### src/rtl/bus_move_cpu.sv
module bus_move_cpu (
  input  logic        clk,
  input  logic        rst,
  output logic [15:0] mem_addr,
  output logic [15:0] mem_wdata,
  output logic        mem_we,
  input  logic [15:0] mem_rdata,
  output logic        halted,
  input  logic [1:0]  dbg_sel,
  output logic [15:0] dbg_data
);

  typedef enum logic [3:0] {
    F_ADDR, F_INC, F_LATCH, F_IR, DECODE,
    S_ADDR, S_WAIT, S_LATCH, XFER, D_ADDR, D_WRITE, STOP
  } state_t;

  state_t st, nxt;
  logic [15:0] pc, ir, mar, mdr, bus;
  logic [3:0][15:0] gp;

  logic [2:0] op;
  logic [1:0] smode, sreg, dreg;
  logic       dmode;
  logic [5:0] k;
  assign {op, smode, sreg, dmode, dreg, k} = ir;

  logic oe_pc, oe_mdr, oe_imm, oe_abs;
  logic [3:0] oe_r, ie_r;
  logic ie_mar, ie_ir, ie_mdr, ld_mdr_mem, inc_pc;

  always_comb begin
    {oe_pc, oe_mdr, oe_imm, oe_abs, ie_mar, ie_ir, ie_mdr, ld_mdr_mem, inc_pc, mem_we} = '0;
    oe_r = '0;
    ie_r = '0;
    unique case (st)
      F_ADDR:  begin oe_pc = 1'b1; ie_mar = 1'b1; end
      F_INC:   inc_pc = 1'b1;
      F_LATCH: ld_mdr_mem = 1'b1;
      F_IR:    begin oe_mdr = 1'b1; ie_ir = 1'b1; end
      S_ADDR: begin
        if (smode == 2'b01) oe_r[sreg] = 1'b1;
        else oe_abs = 1'b1;
        ie_mar = 1'b1;
      end
      S_LATCH: ld_mdr_mem = 1'b1;
      XFER: begin
        case (smode)
          2'b00:   oe_r[sreg] = 1'b1;
          2'b10:   oe_imm = 1'b1;
          default: oe_mdr = 1'b1;
        endcase
        if (dmode) ie_mdr = 1'b1;
        else ie_r[dreg] = 1'b1;
      end
      D_ADDR:  begin oe_abs = 1'b1; ie_mar = 1'b1; end
      D_WRITE: mem_we = 1'b1;
      default: ;
    endcase
  end

  always_comb begin
    bus = '0;
    if (oe_pc)  bus = bus | pc;
    if (oe_mdr) bus = bus | mdr;
    if (oe_imm) bus = bus | {{10{k[5]}}, k};
    if (oe_abs) bus = bus | {10'b0, k};
    for (int i = 0; i < 4; i++)
      if (oe_r[i]) bus = bus | gp[i];
  end

  always_comb begin
    case (st)
      F_ADDR:  nxt = F_INC;
      F_INC:   nxt = F_LATCH;
      F_LATCH: nxt = F_IR;
      F_IR:    nxt = DECODE;
      DECODE:  nxt = (op == 3'b111) ? STOP :
                     (op != 3'b000) ? F_ADDR :
                     smode[0] ? S_ADDR : XFER;
      S_ADDR:  nxt = S_WAIT;
      S_WAIT:  nxt = S_LATCH;
      S_LATCH: nxt = XFER;
      XFER:    nxt = dmode ? D_ADDR : F_ADDR;
      D_ADDR:  nxt = D_WRITE;
      D_WRITE: nxt = F_ADDR;
      default: nxt = STOP;
    endcase
  end

  always_ff @(posedge clk) begin
    if (rst) begin
      st  <= F_ADDR;
      pc  <= '0;
      ir  <= '0;
      mar <= '0;
      mdr <= '0;
      gp  <= '0;
    end else begin
      st <= nxt;
      if (inc_pc) pc <= pc + 16'd1;
      if (ie_mar) mar <= bus;
      if (ie_ir) ir <= bus;
      if (ld_mdr_mem) mdr <= mem_rdata;
      else if (ie_mdr) mdr <= bus;
      for (int i = 0; i < 4; i++)
        if (ie_r[i]) gp[i] <= bus;
    end
  end

  assign mem_addr  = mar;
  assign mem_wdata = mdr;
  assign halted    = (st == STOP);
  assign dbg_data  = gp[dbg_sel];

  logic [7:0] oe_all;
  logic       ie_any;
  assign oe_all = {oe_pc, oe_mdr, oe_imm, oe_abs, oe_r};
  assign ie_any = ie_mar | ie_ir | ie_mdr | (|ie_r);

  p_one_driver_r10: assert property (@(posedge clk) disable iff (rst)
    $onehot0(oe_all));
  p_load_driven_r10: assert property (@(posedge clk) disable iff (rst)
    ie_any |-> ($countones(oe_all) == 1));
  p_halt_sticky_r8: assert property (@(posedge clk) disable iff (rst)
    halted |=> halted);
  p_halt_no_write_r8: assert property (@(posedge clk) disable iff (rst)
    halted |-> !mem_we);
  p_halt_hold_r8: assert property (@(posedge clk) disable iff (rst)
    halted |=> ($stable(gp) && $stable(mar)));
  p_single_write_r11: assert property (@(posedge clk) disable iff (rst)
    mem_we |=> !mem_we);

endmodule

### config.mk
export PLATFORM = sky130hd
export DESIGN_NAME = bus_move_cpu
export DESIGN_NICKNAME = d
export VERILOG_FILES = /design/src/rtl/bus_move_cpu.sv
export SDC_FILE = /design/constraint.sdc
export NUM_CORES = 1
export LEC_CHECK = 0
export ABC_AREA = 1
export BUFFER_PORTS_ARGS = -buffer_cell sky130_fd_sc_hd__clkbuf_2
export CAP_MARGIN = 15
export CORE_AREA = 10 10 163 165
export DETAILED_ROUTE_END_ITERATION = 7
export DIE_AREA = 0 0 173 175
export GPL_TIMING_DRIVEN = 0
export PLACE_DENSITY_LB_ADDON = 0.08
export SLEW_MARGIN = 20
export SYNTH_ARGS = -nofsm -noshare
export SYNTH_HDL_FRONTEND = slang
export SYNTH_SLANG_ARGS = --single-unit
### constraint.sdc
create_clock -name clk -period 1.6 [get_ports clk]
set_input_delay 0 -clock clk [delete_from_list [all_inputs] [get_ports clk]]
set_output_delay 0 -clock clk [all_outputs]
set_load 0.02 [all_outputs]
=== After elaboration in Yosys (flattened, before gate mapping) ===
Index checks and enable logic that the tools add are counted.

* Add/subtract/negate cells: 1
* Order comparisons: 5
* Bitwise gates (word level): 7
* Mux-type cells: 40
* Reductions and logical operators: 9
* Eq/ne operators: 14

{| class="wikitable"
|+ Operators with widths
! operator !! count
|-
| 2-to-1 mux 16 bit || 11
|-
| OR 16 bit || 6
|-
| one-hot mux 4 bit (11 select lines) || 1
|-
| binary-select mux 16 bit (select 2 bit) || 1
|-
| 2-to-1 mux 4 bit || 8
|-
| adder 16 x 1 -> 16 bit (second input constant) || 1
|-
| == test 4 x 3 -> 1 bit (second input constant) || 4
|-
| == test 4 bit (second input constant) || 4
|-
| OR 16 x 6 -> 16 bit || 1
|-
| 2-to-1 mux 1 bit || 14
|-
| less-than comparator 2 x 3 -> 1 bit (second input constant) || 3
|-
| == test 4 x 2 -> 1 bit (second input constant) || 2
|-
| one-hot mux 4 bit (2 select lines) || 1
|-
| demux 1 bit (select 2 bit) || 2
|-
| == test 4 x 1 -> 1 bit (second input constant) || 1
|-
| greater-or-equal comparator 2 x 1 -> 1 bit (second input constant) || 2
|-
| zero test 4 bit || 1
|-
| one-hot mux 1 bit (2 select lines) || 2
|-
| OR reduction 2 bit || 2
|-
| == test 3 bit (second input constant) || 1
|-
| nonzero test 3 bit || 1
|-
| OR reduction 3 bit || 1
|-
| == test 2 x 1 -> 1 bit (second input constant) || 1
|-
| == test 2 bit (second input constant) || 1
|-
| other kinds (3) || 4
|}

* Flip-flop bits (word level): 132
* Bits of input ports: 20
* Logic and storage cells: 85
* Output and inout port bits: 50

=== Longest topological paths before layout ===
* Depth after elaboration: 19
* Mapped depth: 12
* Depth with buffers taken out: 12

=== Worst setup path after synthesis ===
No wires, ideal clock.

* Kind: reg-to-reg
* Start: register st[2]
* End: register mdr[10] (netlist: mem_wdata[10])
* Path buffers: 1
* Required time: 1.472 ns
* Arrival time: 1.433 ns
* Library setup time: 0.128 ns
* Clock period less this slack: 1.560 ns
* Setup slack: 0.040 ns
* Cell stages (with the launch flop): 11
* Cell sequence: dfxtp_1 > inv_2 > nand2_2 > nor2_8 > nand2_1 > inv_2 > nor2_2 > buf_2 > a22o_1 > a21oi_1 > nor2_1

* Longest elaborated chain between the ends: 19
* Elaborated cells on any way between the ends: 33
* Those cells by class: eq/ne: 6; mux: 17; bitwise: 7; reduce/logical: 3

{| class="wikitable"
|+ RTL lines
! what !! line !! source
|-
| start, declared || 18 || <nowiki>state_t st, nxt;</nowiki>
|-
| start signal, assigned || 100 || <nowiki>st <= nxt;</nowiki>
|-
| zero test 4 bit || 36 || <nowiki>unique case (st)</nowiki>
|-
| 2-to-1 mux 1 bit || 36 ||
|-
| 2-to-1 mux 16 bit || 64 || <nowiki>if (oe_pc) bus = bus | pc;</nowiki>
|-
| OR 16 bit || 65 || <nowiki>if (oe_mdr) bus = bus | mdr;</nowiki>
|-
| 2-to-1 mux 16 bit || 65 ||
|-
| OR 16 bit || 66 || <nowiki>if (oe_imm) bus = bus | {{10{k[5]}}, k};</nowiki>
|-
| 2-to-1 mux 16 bit || 66 ||
|-
| OR 16 x 6 -> 16 bit || 67 || <nowiki>if (oe_abs) bus = bus | {10'b0, k};</nowiki>
|-
| [... 3 more ...] || - ||
|-
| OR 16 bit || 69 || <nowiki>if (oe_r[i]) bus = bus | gp[i];</nowiki>
|-
| 2-to-1 mux 16 bit || 69 ||
|-
| OR 16 bit || 69 ||
|-
| 2-to-1 mux 16 bit || 69 ||
|-
| OR 16 bit || 69 ||
|-
| 2-to-1 mux 16 bit || 69 ||
|-
| 2-to-1 mux 16 bit || 105 || <nowiki>else if (ie_mdr) mdr <= bus;</nowiki>
|-
| 2-to-1 mux 16 bit || 104 || <nowiki>if (ld_mdr_mem) mdr <= mem_rdata;</nowiki>
|-
| end signal, assigned || 104 ||
|-
| end signal, assigned || 105 ||
|-
| end, declared || 19 || <nowiki>logic [15:0] pc, ir, mar, mdr, bus;</nowiki>
|}

Several ways; a longest one is shown, not always the timed one. The select of a mux whose other input is x is not followed.
A chain may end at the register's enable or synchronous reset.

=== Final worst setup path ===
* Start: register st[2]
* End: register mdr[5] (netlist: mem_wdata[5])

Same word-level chain as after synthesis.

==> results.py <==
metrics = {
    "cells_and_area": {
        "final_util_pct": 44.5,
        "antenna_cells": 0,
        "fin_nets": 1279,
        "mostFrequentLayoutCells": "nor2_1, inv_1, nand2_1",
        "area_delta_synth_final_pct": 50.6,
        "layout_commonest_cell": "nor2_1",
        "final_layout_size_suffix_gt1_share_pct": 33.3,
    },
    "floorplan": {
        "dieArea_um2": 30300,
        "core_area_um2": 23300,
        "die_h_um": 175,
        "io_pins": 70,
        "rows": 56,
        "start_util_pct": 29.5,
        "die_w_um": 173,
    },
    "run_status": {
        "status": "complete, but fails checks",
        "violations": "setup timing",
    },
    "hold_path": {
        "hold_path_end": "mem_wdata[2]$_SDFFE_PP0P_",
        "whs_path_depth": 4,
        "hp-start": "mem_rdata[2]",
        "min_path_type": "input pin to flip-flop",
    },
    "cts": {
        "path_clk_slew_ps": 60,
        "cts_max_path_buffers": 2,
        "cts_tree": "built",
        "cts.sinks": 132,
        "root_buffer": "clkbuf_16",
        "cts_buffers": 17,
        "clock_latency_ps": 440,
        "htree_levels": 4,
    },
    "synthesis": {
        "yosysUniqueCellTypes": 35,
        "synth_seq_cells": 132,
        "synth_warnings": 0,
        "syn_area_per_cell_um2": 6.29,
        "synth_area_leaders": "dfxtp_1, nor2_1, nand2_1, o21ai_0, inv_1",
        "syn-cell-area_um2": 6870,
        "synth_nets": 1113,
        "yosys.area.top_type": "dfxtp_1",
        "synthCells": 1092,
        "ys_seq_area_share_pct": 38.4,
        "yosysTopAreaCellShare_pct": 38.4,
    },
    "place": {
        "pre_cts_ws_ps": -778,
        "hpwlAfterDp_um": 19900,
        "gp_congestion": 0.827,
        "port_buffers": 68,
    },
    "critical_path": {
        "cp-start-kind": "flip-flop",
        "cp_slowest_cell": "dfxtp_4",
        "reg2regPathDepth": 9,
        "cp_top_family": "simple AND/OR/NAND/NOR gates",
        "r2r_setup_slack_ps": -270,
        "worstPathMaxFanout": 7,
        "cp.arrival_ps": 2230,
        "r2r-end": "mem_wdata[5]$_SDFFE_PP0P_",
        "rr_startpoint": "st[2]$_SDFF_PP0_",
        "path_buf_inv": 2,
        "crit_required_ps": 1960,
        "max_stage_delay_ps": 390,
        "crit_type": "flip-flop to flip-flop",
        "crit_chain": "inv_6 -> nand2_4 -> nor2_4 -> clkinvlp_4 -> o21ai_4 -> nor2_4 -> nand2_4 -> nand2_2 -> a21oi_1",
        "cp-end-kind": "flip-flop",
    },
    "power": {
        "p_leak_nw": 5.12,
        "total_power_mw": 11.9,
        "power_density_nw_per_um2": 1150,
        "vdd_drop_max_mv": 0.719,
    },
    "global_route": {
        "grt_first_pass_wirelength_um": 42600,
        "grt_usage_pct": 18.3,
        "grt_overflow_total": 0,
        "grt_max_degree": 17,
        "first_global_vias": 7018,
        "antenna_found_initial": 0,
    },
    "detailed_routing": {
        "vias": 7647,
        "ant_nets": 0,
        "wire_per_inst_um": 18.9,
        "drc": 0,
        "first_pass_iters": 5,
        "routed_wl_um": 30000,
        "via_per_inst": 4.81,
        "drtIter0Drc": 506,
    },
    "sta": {
        "fmax_ghz": 0.534,
        "min_period_ps": 1870,
        "clock_skew_ps": 9.86,
        "hold_ws_ps": 17.9,
        "finalSetupViolCount": 119,
        "min_period_over_period_pct": 117,
        "report.final.slew_viol_count": 0,
        "postLayoutSetupSlackWorst_ps": -272,
        "worst_pin_slew_ps": 839,
        "rsz0062_at_grt": "true",
        "relSlewSlack_pct": 44.0,
        "finalHoldViolCount": 0,
    },
    "flow_run": {
        "maxCapViolCount": 0,
    },
}
registers in the layout, indices dropped and copies added, names as in the netlist:
name and cells:
mem_wdata 16, st 4, mem_addr 16, ir 16, gp 64, pc 16
metal layers:
layer | share of wire (%) | track usage (%) | vias up | wire length [um]
met5 | 0 | 0 | - | 0
met4 | 2.4 | 5.53 | 0 | 723
met3 | 5.3 | 3.43 | 44 | 1590
met2 | 47 | 30.5 | 223 | 14200
met1 | 45 | 23.4 | 3588 | 13500
li1 | - | - | 3792 | -
logic make-up (layout without fill, tap and decap cells):
| family | after synthesis | count (layout) | share of synthesized area (%) |
|---|---|---|---|
| simple gates | 529 | 531 | 32.0 |
| fa+ha+maj | 1 | 1 | 0.182 |
| buf+inv | 206 | 383 | 11.8 |
| flops | 132 | 132 | 38.4 |
| compound gates | 224 | 224 | 17.6 |
synthesized netlist by cell type (all sizes together):
| library cell | n |
|---|---|
| clkinv | 1 |
| nor3 | 7 |
| a21boi | 1 |
| nand2 | 212 |
| inv | 158 |
| o21ai | 124 |
| o221ai | 1 |
| a22o | 11 |
| dfxtp | 132 |
| a21oi | 66 |
| o21a | 1 |
| buf | 19 |
| a31oi | 2 |
| nand4 | 7 |
| clkbuf | 28 |
| a22oi | 1 |
| ha | 1 |
| o22ai | 16 |
| o2111ai | 1 |
| nor2 | 252 |
| nand3 | 51 |
area by class of cell:
| class | count | area [um2] |
|---|---|---|
| flip-flops and latches | 132 | 2660 |
| clock buffers | 17 | 425 |
| fillers | 2442 | 12900 |
| repair buffers | 145 | 1150 |
| plain buffers | 47 | 334 |
| inverters | 159 | 643 |
| clock inverters | 15 | 229 |
| well taps | 319 | 399 |
| multi-input cells | 756 | 4500 |
report_power, final:
group / internal [mW] / switching, mW
Combinational: 1.20 / 2.27
Clock: 2.78 / 1.67
Sequential: 3.67 / 0.318
worst min-delay path: cells and delay by family:
| kind | cells | cell delay [ps] |
|---|---|---|
| compound gates | 2 | 260 |
| buf+inv | 2 | 150 |
worst max path at each step:
stage / start / end / slack (ps) / cells past startpoint
after floorplan: st[2]$_SDFF_PP0_ / mem_wdata[10]$_SDFFE_PP0P_ / 40 / 10
after CTS: st[1]$_SDFF_PP0_ / mem_wdata[7]$_SDFFE_PP0P_ / -270 / 12
after global routing: st[1]$_SDFF_PP0_ / mem_wdata[11]$_SDFFE_PP0P_ / -290 / 13
final: st[2]$_SDFF_PP0_ / mem_wdata[5]$_SDFFE_PP0P_ / -270 / 9
after global placement: st[1]$_SDFF_PP0_ / mem_wdata[5]$_SDFFE_PP0P_ / -780 / 9
after detailed placement: st[1]$_SDFF_PP0_ / mem_wdata[5]$_SDFFE_PP0P_ / -780 / 9
stage by stage:
step,TNS [ps],area [um2],std cells
floorplan,0,6870,1092
global placement,-58600,7610,1479
detailed placement,-56210,7610,1479
CTS,-23040,8850,1541
global route,-26320,10400,1590
finish,-18320,10400,1590
timing repair:
| item | in CTS | in global routing |
|---|---|---|
| gates resized for setup | 106 | 337 |
| hold buffers | 15 | 0 |
| gates cloned | 1 | 6 |
| setup buffers | 14 | 44 |
| pin swaps | 20 | 86 |
| endpoints found under the setup margin | 123 | 125 |
| hold endpoints to repair | 15 | 0 |
No activity file was read; power rests on OpenSTA's default activity.
